**src/rtl/zt_sram_pkg.sv**
```systemverilog
package zt_sram_pkg;
  typedef enum logic [1:0] {
    OP_IDLE  = 2'd0,
    OP_READ  = 2'd1,
    OP_WRITE = 2'd2
  } zt_op_e;
endpackage

```
**src/rtl/zt_burst_seq.sv**
```systemverilog
// Next beat of a burst: linear adds, interleaved XORs the beat count into the start.
module zt_burst_seq #(
  parameter int BURST_W = 2
) (
  input  logic [BURST_W-1:0] start_lo,
  input  logic [BURST_W-1:0] cnt,
  input  logic               ilv,
  output logic [BURST_W-1:0] next_lo,
  output logic [BURST_W-1:0] next_cnt
);
  always_comb begin
    next_cnt = cnt + 1'b1;
    next_lo  = ilv ? (start_lo ^ next_cnt) : (start_lo + next_cnt);
  end
endmodule

```
**src/rtl/zt_cmd_ctl.sv**
```systemverilog
// Command register. Its contents also serve as the one-entry pending-write
// record that commits on the next enabled edge.
module zt_cmd_ctl
  import zt_sram_pkg::*;
#(
  parameter int ADDR_W  = 6,
  parameter int LANES   = 4,
  parameter int BURST_W = 2
) (
  input  logic              clk,
  input  logic              rst_n,
  input  logic              clk_en,
  input  logic              sleep,
  input  logic [ADDR_W-1:0] addr,
  input  logic              cs1_n,
  input  logic              cs2,
  input  logic              cs3_n,
  input  logic              wr_n,
  input  logic [LANES-1:0]  byte_wr_n,
  input  logic              adv,
  input  logic              burst_ilv,
  output zt_op_e            op_q,
  output logic [ADDR_W-1:0] addr_q,
  output logic [LANES-1:0]  mask_q
);
  zt_op_e             burst_op_q, nxt_op, nxt_burst_op;
  logic [BURST_W-1:0] start_q, cnt_q, nxt_start, nxt_cnt;
  logic [BURST_W-1:0] step_lo, step_cnt;
  logic [ADDR_W-1:0]  nxt_addr;
  logic               sel;

  zt_burst_seq #(.BURST_W(BURST_W)) u_seq (
    .start_lo (start_q),
    .cnt      (cnt_q),
    .ilv      (burst_ilv),
    .next_lo  (step_lo),
    .next_cnt (step_cnt)
  );

  always_comb begin
    sel          = !cs1_n && cs2 && !cs3_n;
    nxt_op       = OP_IDLE;
    nxt_burst_op = burst_op_q;
    nxt_addr     = addr_q;
    nxt_start    = start_q;
    nxt_cnt      = cnt_q;
    if (sleep) begin
      nxt_burst_op = OP_IDLE;
    end else if (adv) begin
      nxt_op   = burst_op_q;
      nxt_addr = {addr_q[ADDR_W-1:BURST_W], step_lo};
      nxt_cnt  = step_cnt;
    end else begin
      if (sel) nxt_op = wr_n ? OP_READ : OP_WRITE;
      nxt_burst_op = nxt_op;
      nxt_addr     = addr;
      nxt_start    = addr[BURST_W-1:0];
      nxt_cnt      = '0;
    end
  end

  always_ff @(posedge clk or negedge rst_n) begin
    if (!rst_n) begin
      op_q       <= OP_IDLE;
      burst_op_q <= OP_IDLE;
      addr_q     <= '0;
      mask_q     <= '0;
      start_q    <= '0;
      cnt_q      <= '0;
    end else if (clk_en) begin
      op_q       <= nxt_op;
      burst_op_q <= nxt_burst_op;
      addr_q     <= nxt_addr;
      mask_q     <= ~byte_wr_n;
      start_q    <= nxt_start;
      cnt_q      <= nxt_cnt;
    end
  end
endmodule

```
**src/rtl/zt_lane_mem.sv**
```systemverilog
// Storage split into byte lanes: synchronous per-lane write, combinational read.
module zt_lane_mem #(
  parameter int ADDR_W = 6,
  parameter int LANES  = 4,
  parameter int LANE_W = 9
) (
  input  logic                    clk,
  input  logic                    we,
  input  logic [LANES-1:0]        mask,
  input  logic [ADDR_W-1:0]       addr,
  input  logic [LANES*LANE_W-1:0] wdata,
  output logic [LANES*LANE_W-1:0] rdata
);
  localparam int DEPTH = 1 << ADDR_W;

  for (genvar g = 0; g < LANES; g++) begin : g_lane
    logic [LANE_W-1:0] cells [DEPTH];
    always_ff @(posedge clk) begin
      if (we && mask[g]) cells[addr] <= wdata[g*LANE_W +: LANE_W];
    end
    assign rdata[g*LANE_W +: LANE_W] = cells[addr];
  end
endmodule

```
**src/rtl/zt_sram.sv**
```systemverilog
module zt_sram
  import zt_sram_pkg::*;
#(
  parameter int ADDR_W  = 6,
  parameter int LANES   = 4,
  parameter int LANE_W  = 9,
  parameter int BURST_W = 2
) (
  input  logic                    clk,
  input  logic                    rst_n,
  input  logic                    clk_en,
  input  logic                    sleep,
  input  logic [ADDR_W-1:0]       addr,
  input  logic                    cs1_n,
  input  logic                    cs2,
  input  logic                    cs3_n,
  input  logic                    wr_n,
  input  logic [LANES-1:0]        byte_wr_n,
  input  logic                    adv,
  input  logic                    burst_ilv,
  input  logic                    oe_n,
  input  logic [LANES*LANE_W-1:0] din,
  output logic [LANES*LANE_W-1:0] dout,
  output logic                    dout_oe
);
  localparam int DATA_W = LANES * LANE_W;

  zt_op_e            op_q;
  logic [ADDR_W-1:0] addr_q;
  logic [LANES-1:0]  mask_q;
  logic [DATA_W-1:0] rdata;
  logic              commit;

  zt_cmd_ctl #(.ADDR_W(ADDR_W), .LANES(LANES), .BURST_W(BURST_W)) u_cmd (
    .clk       (clk),
    .rst_n     (rst_n),
    .clk_en    (clk_en),
    .sleep     (sleep),
    .addr      (addr),
    .cs1_n     (cs1_n),
    .cs2       (cs2),
    .cs3_n     (cs3_n),
    .wr_n      (wr_n),
    .byte_wr_n (byte_wr_n),
    .adv       (adv),
    .burst_ilv (burst_ilv),
    .op_q      (op_q),
    .addr_q    (addr_q),
    .mask_q    (mask_q)
  );

  // The data phase of a registered write completes on the next enabled edge.
  assign commit = clk_en && (op_q == OP_WRITE);

  zt_lane_mem #(.ADDR_W(ADDR_W), .LANES(LANES), .LANE_W(LANE_W)) u_mem (
    .clk   (clk),
    .we    (commit),
    .mask  (mask_q),
    .addr  (addr_q),
    .wdata (din),
    .rdata (rdata)
  );

  assign dout    = (op_q == OP_READ) ? rdata : '0;
  assign dout_oe = !oe_n && !sleep && (op_q == OP_READ);
endmodule

```
**config.mk**
```make
export PLATFORM = sky130hd
export DESIGN_NAME = zt_sram
export DESIGN_NICKNAME = d
export VERILOG_FILES = /design/src/rtl/zt_sram_pkg.sv /design/src/rtl/zt_burst_seq.sv /design/src/rtl/zt_cmd_ctl.sv /design/src/rtl/zt_lane_mem.sv /design/src/rtl/zt_sram.sv
export SDC_FILE = /design/constraint.sdc
export NUM_CORES = 2
export LEC_CHECK = 0
export BUFFER_PORTS_ARGS = -buffer_cell sky130_fd_sc_hd__buf_2
export CELL_PAD_IN_SITES_DETAIL_PLACEMENT = 1
export CELL_PAD_IN_SITES_GLOBAL_PLACEMENT = 2
export CORE_MARGIN = 2
export CORE_UTILIZATION = 43
export DETAILED_ROUTE_END_ITERATION = 16
export PLACE_DENSITY_LB_ADDON = 0.1
export SKIP_LAST_GASP = 1
export SLEW_MARGIN = 30
export SYNTH_ARGS = -nofsm -noshare
export SYNTH_HDL_FRONTEND = slang
export SYNTH_HIERARCHICAL = 1
export SYNTH_SLANG_ARGS = --single-unit
```
**constraint.sdc**
```tcl
create_clock -name clk -period 2.43 [get_ports clk]
set_input_delay 0.243 -clock clk [delete_from_list [all_inputs] [get_ports clk]]
set_output_delay 0.243 -clock clk [all_outputs]
set_load 0.01 [all_outputs]
```
== Word-level counts from Yosys, hierarchy flattened ==
Memories as Yosys holds them, arrays and structs flattened.
Cells that the tools add are included.
W data, S select, Z words.
Storage, ports and cells
  bits in registers: 16
  memories: 4
  output and inout port bits: 37
  input port bits: 57
  RAM bits: 2304
Cells by class
  $add $sub $neg: 2
  multiplexer cells: 16
  equality and inequality tests: 3
  reductions and logical operators: 16
  bitwise gates (word level): 4
Memories
  u_mem.g_lane[0].cells: words 64, width 9, rd ports 1, clocked after memory_dff 0, write ports 1, RTL line zt_lane_mem.sv:17  | logic [LANE_W-1:0] cells [DEPTH];
  u_mem.g_lane[1].cells: words 64, width 9, rd ports 1, clocked after memory_dff 0, write ports 1, RTL line zt_lane_mem.sv:17
  u_mem.g_lane[2].cells: words 64, width 9, rd ports 1, clocked after memory_dff 0, write ports 1, RTL line zt_lane_mem.sv:17
  u_mem.g_lane[3].cells: words 64, width 9, rd ports 1, clocked after memory_dff 0, write ports 1, RTL line zt_lane_mem.sv:17
Operators with widths (number)
  $mux W36: 1
  $mux W2: 7
  $logic_and A1 B1 Y1: 9
  $mux W1: 8
  $logic_not A1 Y1: 4
  $not A4 Y4: 1
  $reduce_and A2 Y1: 2
  $reduce_and A3 Y1: 1
  $add A2 B1 Y2 const B: 1
  $add A2 B2 Y2: 1
  $eq A2 B1 Y1 const B: 1
  $eq A2 B2 Y1 const B: 1
  $ne A2 B2 Y1 const B: 1
  $not A1 Y1: 2
  $xor A2 B2 Y2: 1

== Logic depth before layout (Yosys ltp) ==
  word-level depth: 6
  depth in mapped cells: 12

== Hierarchy ==
The synthesis kept the hierarchy.
Modules (own cells, without submodules)
  zt_lane_mem: instances 1, area each 88467.3 sq um, cells each 5163
  zt_cmd_ctl: instances 1, area each 661.9 sq um, cells each 53
  zt_sram: instances 1, area each 421.7 sq um, cells each 46
  zt_burst_seq: instances 1, area each 61.3 sq um, cells each 5

== Worst setup path after synthesis ==
Ideal clock, no wire load.
  kind: reg2reg
  from: register u_cmd.addr_q[0]
  to: memory u_mem.g_lane[0].cells[12][0] (enable)
  data required time: 2056 ps
  path slack: -206 ps
  data arrival time: 2262 ps
  path buffers: 5
  stages on the path, launching flop included: 9
  cells stage by stage: dfrtp_1 > buf_6 > nor2_1 > buf_2 > buf_2 > buf_2 > buf_2 > nand3_1 > nor2_1
RTL lines
  from (decl): RTL line zt_cmd_ctl.sv:23  | output logic [ADDR_W-1:0] addr_q,
  from (signal assigned): RTL line zt_cmd_ctl.sv:73  | addr_q <= nxt_addr;
  to (decl): RTL line zt_lane_mem.sv:17
Straight into the memory's write port.

== Worst setup path after layout ==
  from: register u_cmd.addr_q[1]
  to: output dout[30]
Between the ends
  word-level cells in the longest chain between the ends: 2
RTL lines
  $mem_v2 Z64 W9
  via rdata[30]: RTL line zt_sram.sv:31  | logic [DATA_W-1:0] rdata;
  $mux W36: RTL line zt_sram.sv:64  | assign dout = (op_q == OP_READ) ? rdata : '0;
  to (decl): RTL line zt_sram.sv:23  | output logic [LANES*LANE_W-1:0] dout,
The timed path passes the listed nets, and every way through them passes these cells.

==> metrics.sh <==
FINALCLOCKSKEW_PS=24.3
SETUP_SLACK_PS=-1880
GRT_USAGE=0.315
SYNTHESIS.INSTANCES=5267
FINAL.PERIOD_UTILIZATION=1.77
POWER_LEAKAGE_uW=0.0400
PRE_CTS_WS_PS=-1420
OUTCOME='finished, violations left'
GP_CONGESTION=0.861
CRITICAL_PATH_REQUIRED_PS=2190
FINAL_MAX_SLEW_VIOL_COUNT=0
FINAL_LAYOUT_SIZE_SUFFIX_GT1_FRAC=0.373
TIMING.HOLD.WORST.CLASS='in2reg'
WORSTPATHARRIVAL_PS=4070
YOSYSSEQAREASHARE=0.777
CORE.ROWCOUNT=167
GRT_OVERFLOW=0
ROUTE.DETAILED.WL_PER_INST_UM=36.0
FINISH.NET_COUNT=6661
DRT-INITIAL-DRC-COUNT=6878
TIMING.FINAL.HOLD_VIOLATIONS=0
WORST_PIN_SLEW_PS=1060
SYNTH.FF_LATCH_COUNT=2320
PATH_CLASS='reg2out'
VIASPERCELL=6.20
WORST_SLEW_MARGIN_REL=0.293
TOTALNEGATIVESETUPSLACK_PS=-310710
WORST-PATH-MAX-FANOUT=7
SYNTHDISTINCTLIBCELLS=70
POWER_PER_CELL_AREA_mW_PER_MM2=914
CLOCK_TREE_FROM_TRITONCTS='done'
LAYOUT-AREA-OVERHEAD-VS-SYNTH_PCT=32.5
GRT_MAX_DEGREE=65
MAX_FREQ_MHz=232
DIE-WIDTH_UM=461
YOSYS_WARNINGS=6
SYNTH_FF_TYPE='sky130_fd_sc_hd__edfxtp_1'
INITIAL_CORE_UTIL=0.433
AREA_OF_THE_MULTI_INPUT_GATES_MM2=0.0213
FAILED_CHECKS='negative setup slack'
NFILLCELLS=18520
BUFFER_PORTS.INSERTED=93
CELL_COUNT_AFTER_PLACEMENT=8854
FINAL_COMMON_CELL='sky130_fd_sc_hd__edfxtp_1'
LAYOUT_COMMON_CELLS='2304 x sky130_fd_sc_hd__edfxtp_1, 880 x sky130_fd_sc_hd__buf_4, 323 x sky130_fd_sc_hd__a22oi_1'
ASYNCSETRESETFLOPFRACSYNTH=0.00690
ROUTED-VIA-COUNT=59463
CLOCK_LATENCY_PS=910
COREAREA_MM2=0.207
SYNTH.CELL_AREA_MM2=0.0896
UNREPAIRED_SETUP_ENDPOINTS_AFTER_GLOBAL_ROUTING='yes'
ANTENNA_VIOLATING_NETS_POST_ROUTE=0
WIRELENGTH_MM=345
CAP_VIOLATIONS=0
CTS.ROOT.BUFFER_CELL='sky130_fd_sc_hd__clkbuf_16'
PERIOD_MINUS_SLACK_PS=4310
POST_SYNTH.CELL_AREA_AVG_UM2=17.0
DRT-PASS1-ITER-COUNT=6
NUMCTSBUFFERS=238
IO-PIN-COUNT=94
CLK_PIN_SLEW_PS=60
ANTENNA_FOUND_INITIAL=35
DRC_ERRORS=0
SEQUENTIAL_CELL_AREA_MM2=0.0696
CTS_MAX_LEVEL=4
GRT_PASS1_VIAS=59688
CLK_PATH_BUF_DEPTH=3
SYNTH-EDFF-COUNT=2304
CRIT_PATH_LAUNCH_TYPE='flip-flop'
CLOCK-SINKS=2320
FINALNONFILLERCELLS=9597
DIE-AREA_MM2=0.212
HPWLAFTERDP_MM=219
FLOORPLAN.DIE.HEIGHT_UM=461
WORST_IR_DROP_VDD_uV=849
SETUP.WORST_PATH.END_CLASS='output port'
NET_COUNT_AFTER_SYNTHESIS=5325
SETUP-VIOLATIONS-FINAL=1693
GRT_FIRST_PASS_WIRELENGTH_MM=468
worst max-delay path, stage by stage, from the launching register on:
cell and delay (ps):
sky130_fd_sc_hd__dfrtp_4 510, sky130_fd_sc_hd__buf_16 190, sky130_fd_sc_hd__buf_12 140, sky130_fd_sc_hd__buf_4 120, sky130_fd_sc_hd__mux4_2 500, sky130_fd_sc_hd__mux2_2 300
sky130_fd_sc_hd__nand2_2 120, sky130_fd_sc_hd__nand4_1 320, sky130_fd_sc_hd__or3_4 610, sky130_fd_sc_hd__and3b_1 210, sky130_fd_sc_hd__buf_2 140
worst paths after layout:
path	slack [ps]	endpoint	depth (start not counted)	from
max	-1880	dout[30]	10	u_cmd/addr_q[1]
min	70	u_mem/g_lane[0].cells[14][8]	2	din[8]
max reg2reg	-370	u_mem/g_lane[2].cells[2][0]	12	u_cmd/addr_q[0]
min reg2reg	600	u_cmd/cnt_q[0]	2	u_cmd/cnt_q[0]
max in group asynchronous	1860	u_cmd/addr_q[0]	4	rst_n
min in group asynchronous	380	u_cmd/cnt_q[0]	4	rst_n
metal layers:
metal,part of all wire,GRT usage,routed length (µm),up-vias
li1,-,-,-,24446
met1,0.40,0.431,137000,31622
met2,0.48,0.513,166000,2799
met3,0.080,0.0494,27800,574
met4,0.040,0.112,13900,22
met5,0.00040,0,139,-
sequential cells by signal, indices dropped and copies added (netlist names):
register	flops
u_cmd/addr_q	6
u_cmd/burst_op_q	2
u_cmd/cnt_q	2
u_cmd/mask_q	4
u_cmd/start_q	2
u_mem/g_lane.cells	2304
stage by stage:
step	hold slack, ps	power [µW]	util	instance area [µm²]
6_report	67.4	108000	0.573	119000
3_5_place_dp	280	66400	0.500	104000
5_1_grt	61.8	111000	0.573	119000
2_1_floorplan	-52.6	54200	-	90000
4_1_cts	4.97	106000	0.558	116000
3_3_place_gp	278	66100	0.500	104000
kinds of logic after synthesis:
family          count (synthesis)  share of synthesized area
flops                        2320                      0.777
simple gates                  708                     0.0365
compound gates               1493                      0.119
mux                           321                     0.0451
xor+xnor                        2                   0.000433
fa+ha+maj                       1                   0.000140
buf+inv                       422                     0.0224
cells in the mapped netlist, types with 20 or more instances:
master / number / area [µm²]
sky130_fd_sc_hd__o22ai_1: 124 / 776
sky130_fd_sc_hd__nand3_1: 33 / 165
sky130_fd_sc_hd__mux4_2: 54 / 1220
sky130_fd_sc_hd__a22o_1: 71 / 622
sky130_fd_sc_hd__edfxtp_1: 2304 / 69200
sky130_fd_sc_hd__buf_1: 61 / 229
sky130_fd_sc_hd__and3b_1: 31 / 272
sky130_fd_sc_hd__nor3_1: 20 / 100
sky130_fd_sc_hd__clkbuf_1: 153 / 574
sky130_fd_sc_hd__a221oi_1: 358 / 3140
sky130_fd_sc_hd__buf_2: 151 / 756
sky130_fd_sc_hd__o21ai_0: 234 / 1170
sky130_fd_sc_hd__a21oi_1: 172 / 861
sky130_fd_sc_hd__mux2i_1: 146 / 1460
sky130_fd_sc_hd__nand2_1: 105 / 394
sky130_fd_sc_hd__nand4_1: 25 / 156
sky130_fd_sc_hd__a31oi_1: 20 / 125
sky130_fd_sc_hd__nor2_1: 403 / 1510
sky130_fd_sc_hd__a211oi_1: 36 / 270
sky130_fd_sc_hd__a22oi_1: 384 / 2880
sky130_fd_sc_hd__mux2_2: 121 / 1360
sky130_fd_sc_hd__buf_4: 34 / 255
final cells by class:
cell class,instances,area share
Timing Repair Buffer,1509,0.140
Clock inverter,157,0.0118
Multi-Input combinational cell,2526,0.180
Antenna cell,6,0.000126
Sequential cell,2320,0.586
Inverter,8,0.000337
Clock buffer,283,0.0526
Tap cell,2788,0.0294
power by group:
part | total [µW] | leakage [µW] | switching, µW | internal (µW)
combinational | 28000 | 0.0154 | 16200 | 11800
clock | 36400 | 0.00378 | 15800 | 20600
sequential | 44100 | 0.0209 | 61.8 | 44000
timing repair:
| item | in CTS | in global routing |
|---|---|---|
| setup endpoints to repair | 1419 | 1729 |
| hold buffers | 66 | 0 |
| cloned | 24 | 26 |
| pin swaps | 162 | 176 |
| gates resized for setup | 517 | 430 |
| endpoints found under the hold margin | 1100 | 0 |
| buffers inserted | 110 | 103 |
Power figures use the tool's default switching activity.
